--- src/rtl/sarPkg.sv ---
package sarPkg;
  typedef enum logic [1:0] {
    ST_IDLE   = 2'd0,
    ST_SAMPLE = 2'd1,
    ST_CONV   = 2'd2
  } sarState_t;

  // strobes from the sequencer to the result datapath
  typedef struct packed {
    logic loadResult;
    logic clearResult;
  } sarStrobe_t;
endpackage

--- src/rtl/sarSync.sv ---
module sarSync #(
  parameter int WIDTH = 4,
  parameter logic [WIDTH-1:0] RESET_VAL = '1
) (
  input  logic             clk,
  input  logic             rstN,
  input  logic [WIDTH-1:0] asyncIn,
  output logic [WIDTH-1:0] syncOut
);
  for (genvar b = 0; b < WIDTH; b++) begin : g_bit
    logic stage1, stage2;
    always_ff @(posedge clk or negedge rstN) begin
      if (!rstN) begin
        stage1 <= RESET_VAL[b];
        stage2 <= RESET_VAL[b];
      end else begin
        stage1 <= asyncIn[b];
        stage2 <= stage1;
      end
    end
    assign syncOut[b] = stage2;
  end
endmodule

--- src/rtl/sarControl.sv ---
module sarControl
  import sarPkg::*;
#(
  parameter int CONV_CYCLES = 26,
  parameter int ACQ_MIN     = 6,
  parameter int ABORT_SETUP = 3
) (
  input  logic       clk,
  input  logic       rstN,
  input  logic       convN,
  input  logic       csN,
  output logic       busy,
  output logic       sampling,
  output sarStrobe_t strobe
);
  localparam int CNT_W = (CONV_CYCLES > 1) ? $clog2(CONV_CYCLES) : 1;
  localparam int ACQ_W = $clog2(ACQ_MIN + 1) > 0 ? $clog2(ACQ_MIN + 1) : 1;
  localparam logic [CNT_W-1:0] CONV_LAST = CNT_W'(CONV_CYCLES - 1);
  localparam logic [CNT_W-1:0] ABORT_LIM = CNT_W'(ABORT_SETUP);
  localparam logic [ACQ_W-1:0] ACQ_LIM   = ACQ_W'(ACQ_MIN);

  sarState_t st, stNext;
  logic [CNT_W-1:0] convCnt;
  logic [ACQ_W-1:0] acqCnt;
  logic convPrev, csPrev;
  logic convFall, csFall, acqDone, abortReq;

  assign convFall = convPrev & ~convN;
  assign csFall   = csPrev & ~csN;
  assign acqDone  = acqCnt >= ACQ_LIM;
  assign abortReq = (convCnt >= ABORT_LIM) && ((convFall && !csN) || csFall);

  always_comb begin
    stNext = st;
    strobe = '0;
    unique case (st)
      ST_IDLE:   if (csFall) stNext = ST_SAMPLE;
      ST_SAMPLE: if (convFall && !csN && acqDone) stNext = ST_CONV;
      ST_CONV: begin
        if (abortReq) begin
          stNext             = ST_SAMPLE;
          strobe.clearResult = 1'b1;
        end else if (convCnt == CONV_LAST) begin
          strobe.loadResult = 1'b1;
          stNext            = csN ? ST_IDLE : ST_SAMPLE;
        end
      end
      default: stNext = ST_SAMPLE;
    endcase
  end

  always_ff @(posedge clk or negedge rstN) begin
    if (!rstN) begin
      st       <= ST_SAMPLE;
      convCnt  <= '0;
      acqCnt   <= '0;
      convPrev <= 1'b1;
      csPrev   <= 1'b1;
    end else begin
      st       <= stNext;
      convPrev <= convN;
      csPrev   <= csN;
      convCnt  <= (st == ST_CONV && stNext == ST_CONV) ? convCnt + 1'b1 : '0;
      if (st == ST_SAMPLE && stNext == ST_SAMPLE) begin
        if (!acqDone) acqCnt <= acqCnt + 1'b1;
      end else begin
        acqCnt <= '0;
      end
    end
  end

  assign busy     = (st == ST_CONV);
  assign sampling = (st == ST_SAMPLE);
endmodule

--- src/rtl/sarDatapath.sv ---
module sarDatapath
  import sarPkg::*;
#(
  parameter int WIDTH = 16
) (
  input  logic             clk,
  input  logic             rstN,
  input  sarStrobe_t       strobe,
  input  logic [WIDTH-1:0] convWord,
  input  logic             csN,
  input  logic             rdN,
  input  logic             byteSel,
  output logic [WIDTH-1:0] busOut,
  output logic [WIDTH-1:0] busOe
);
  localparam int HALF = WIDTH / 2;

  logic [WIDTH-1:0] resultReg, folded, selected;
  logic drive;

  always_ff @(posedge clk or negedge rstN) begin
    if (!rstN)                    resultReg <= '0;
    else if (strobe.clearResult)  resultReg <= '0;
    else if (strobe.loadResult)   resultReg <= convWord;
  end

  assign folded   = {resultReg[HALF-1:0], {(WIDTH-HALF){1'b1}}};
  assign selected = byteSel ? folded : resultReg;
  assign drive    = !csN && !rdN;
  assign busOe    = {WIDTH{drive}};
  assign busOut   = drive ? selected : '0;
endmodule

--- src/rtl/sarConvCtrl.sv ---
module sarConvCtrl
  import sarPkg::*;
#(
  parameter int WIDTH       = 16,
  parameter int CONV_CYCLES = 26,
  parameter int ACQ_MIN     = 6,
  parameter int ABORT_SETUP = 3
) (
  input  logic             clk,
  input  logic             rstN,
  input  logic             convStartN,
  input  logic             chipSelN,
  input  logic             readN,
  input  logic             byteSel,
  input  logic [WIDTH-1:0] convWord,
  output logic             busy,
  output logic             sampling,
  output logic [WIDTH-1:0] busOut,
  output logic [WIDTH-1:0] busOe
);
  logic [1:0] rstPipe;
  logic intRstN;
  logic [3:0] ctlSync;
  sarStrobe_t strobe;

  // asynchronous assertion, synchronous release
  always_ff @(posedge clk or negedge rstN) begin
    if (!rstN) rstPipe <= '0;
    else       rstPipe <= {rstPipe[0], 1'b1};
  end
  assign intRstN = rstPipe[1];

  sarSync #(.WIDTH(4), .RESET_VAL(4'b1110)) uSync (
    .clk(clk), .rstN(intRstN),
    .asyncIn({convStartN, chipSelN, readN, byteSel}),
    .syncOut(ctlSync)
  );

  sarControl #(
    .CONV_CYCLES(CONV_CYCLES), .ACQ_MIN(ACQ_MIN), .ABORT_SETUP(ABORT_SETUP)
  ) uCtrl (
    .clk(clk), .rstN(intRstN), .convN(ctlSync[3]), .csN(ctlSync[2]),
    .busy(busy), .sampling(sampling), .strobe(strobe)
  );

  sarDatapath #(.WIDTH(WIDTH)) uData (
    .clk(clk), .rstN(intRstN), .strobe(strobe), .convWord(convWord),
    .csN(ctlSync[2]), .rdN(ctlSync[1]), .byteSel(ctlSync[0]),
    .busOut(busOut), .busOe(busOe)
  );
endmodule

--- config.mk ---
export PLATFORM = sky130hd
export DESIGN_NAME = sarConvCtrl
export DESIGN_NICKNAME = d
export VERILOG_FILES = /design/src/rtl/sarPkg.sv /design/src/rtl/sarSync.sv /design/src/rtl/sarControl.sv /design/src/rtl/sarDatapath.sv /design/src/rtl/sarConvCtrl.sv
export SDC_FILE = /design/constraint.sdc
export NUM_CORES = 1
export LEC_CHECK = 0
export ABC_AREA = 0
export BUFFER_PORTS_ARGS = -buffer_cell sky130_fd_sc_hd__buf_2
export CORE_MARGIN = 2
export CORE_UTILIZATION = 45
export CTS_CLUSTER_DIAMETER = 40
export DETAILED_ROUTE_END_ITERATION = 10
export HOLD_SLACK_MARGIN = 0.06
export PLACE_DENSITY = 0.71
export SYNTH_ARGS = -nofsm -noshare
export SYNTH_HDL_FRONTEND = slang
export SYNTH_HIERARCHICAL = 1
export SYNTH_SLANG_ARGS = --single-unit
--- constraint.sdc ---
create_clock -name clk -period 3.6 [get_ports clk]
set_clock_uncertainty 0.05 [all_clocks]
set_input_delay 0.18 -clock clk [delete_from_list [all_inputs] [get_ports clk]]
set_output_delay 0.18 -clock clk [all_outputs]
set_load 0.05 [all_outputs]
==> metrics.txt <==
Starting DRT DRC Count 54; Max Clock Freq 453.7 MHz; worst min-delay path class input port to register; register area share after synthesis 0.5103; CP arrival 1.97 ns; Cell Rows 23; Die W 68.73 um; clk slew on worst S/H paths 0.07 ns; Via density 4.896; DRT Wirelength 3220 um; top_reg_cell synth dfrtp_1; Final Critical Period 2.204 ns; die area 4724 um^2; outcome finished clean; max_cap viols 0; Avg Synthesized Cell Area 10.71 um^2; via count 1,312; CTS H-tree lvls 2; Finish-stage setup viols 0; Setup TNS 0 ns; Clk Latency, worst-skew pair 0.29 ns; largest net degree at the start of global routing 28; Ports 56; CP Launch Type register; number of synthesized flops with an enable pin 0; final hold vios 0; Syn Inst Count 176; Final Hold Slack 0.08134 ns; Post-layout nets 242; fin crit share 0.6123; area growth from synthesis to layout 15.73%; post_cts resized 0; Initial Util 0.4680; drt wl/cell 12.01 um; post-synth top area share 0.3849; GRT Total Usage 0.1519; Num Clock Sinks 38; worst vdd ir 0.3725 mV; most common cell in the netlist nor2_1; Post-Syn Nets 201; Post-DRT Antenna Nets 0; slew margin rel. 0.3309; first-pass GRT wire length 5119 um; post-synthesis register bit count 38; unrepaired setup endpoints after global routing no; die height 68.73 um; TritonCTS buffer count 5; Synth cell types 32; data required time of the worst path 3.37 ns; GR Overflow Total 0; CTS tree done; Yosys warning count 6; Area contributors post-synth dfrtp_1 (38%), mux2i_1 (13%), dfstp_2 (13%); clk buf depth 2; Final HPWL DP 2295 um; post-synthesis instance area 1886 um^2; Setup CP Type register to output pin; routability cong. 0.8194; Synth async-reset ratio 1.000; layout cells sized above 1 0.3440; CTS root buf clkbuf_8; DR pass1 iterations 4; Synth area leader dfrtp_1; CORE AREA 4029 um^2; Port Buffers 55; Pins Over Slew Limit 0; initial antenna violation count 0; pwr dens 465.0 nW/um^2; vias in the first global route 1,171; worst-path fanout max 17; diodes inserted 0; top cells by count, synth nor2_1 (44), dfrtp_1 (29), mux2i_1 (24), buf_4 (23), dfstp_2 (9); Leak 1.101 nW; crit end category output pin; slew at the pin closest to its max-slew limit 1.004 ns; # DRC 0
cell usage in the layout, fill, tap and decap left out, drive strengths merged, types with 2 or more instances in the layout:
master       count
nand2            6
dfstp            9
inv              5
clkbuf           7
dlygate4sd3      5
nor3             6
ha               3
mux2i           24
nor2            44
xor2             2
nand3            2
dfrtp           29
nor4             2
buf             57
xnor2            2
cell families after synthesis:
group                      after synthesis  synth area share
and+or+nand+nor                         67            0.1619
DFF                                     38            0.5103
buffers and inverters                   33            0.1261
muxes                                   24            0.1274
AOI/OAI and AO/OA                        6           0.03385
xor gates and xnor gates                 4           0.01858
adders and majority gates                3           0.01991
other                                    1          0.001989
power breakdown:
group	switching, mW	internal (mW)	leakage [nW]
Combinational	0.116	0.0591	0.563
Clock	0.137	0.207	0.0524
Sequential	0.0333	0.462	0.485
worst max-delay path, cell delays in order (launching register included):
cell and delay, ns:
dfstp_2 0.61, or2_1 0.49, inv_1 0.30, buf_2 0.29
worst paths after layout:
path	slack (ns)	from	depth (start not counted)	end
max	1.40	uSync/g_bit[2].stage2	3	busOe[4]
min	0.08	convWord[4]	3	uData/resultReg[4]
max reg2reg	1.53	uCtrl/convCnt[0]	7	uData/resultReg[3]
min reg2reg	0.30	uSync/g_bit[0].stage1	0	uSync/g_bit[0].stage2
max in group asynchronous	2.42	rstPipe[1]	1	uData/resultReg[12]
min in group asynchronous	0.15	rstN	2	rstPipe[1]
state kept, by name, indices dropped and copies added (netlist names):
signal / count
uCtrl/csPrev: 1
uSync/g_bit.stage2: 4
uCtrl/st: 2
uCtrl/convCnt: 5
uCtrl/convPrev: 1
uCtrl/acqCnt: 3
uSync/g_bit.stage1: 4
uData/resultReg: 16
rstPipe: 2
per-layer routing:
metal  vias up  share of wire  global-route usage
met5         -              0                   0
met4         0          0.021             0.08088
met3         6          0.071             0.05195
met2        47           0.47              0.2368
met1       619           0.44              0.1857
li1        640              -                   -
layout make-up:
type,count,area [um^2]
inverter,5,18.77
timing repair buffer,62,340.3
clock buffer,7,76.32
sequential,38,962.2
fill,358,1847
tap,50,62.56
clock inverter,1,30.03
multi-input combinational,105,691.9
through the flow:
step	std cells	cell area [um^2]	power (mW)	util	setup WS, ns
2_1_floorplan	176	1886	0.6466	-	1.574
3_3_place_gp	255	2026	0.6701	0.5028	1.567
3_5_place_dp	255	2026	0.6755	0.5028	1.518
4_1_cts	268	2182	1.027	0.5416	1.341
5_1_grt	268	2182	1.070	0.5416	1.146
6_report	268	2182	1.015	0.5416	1.396
timing repair:
action	4_1_cts	5_1_grt
endpoints found under the hold margin	6	0
hold buffers	5	0
buffers inserted	0	0
No activity file was read; power rests on OpenSTA's default activity.
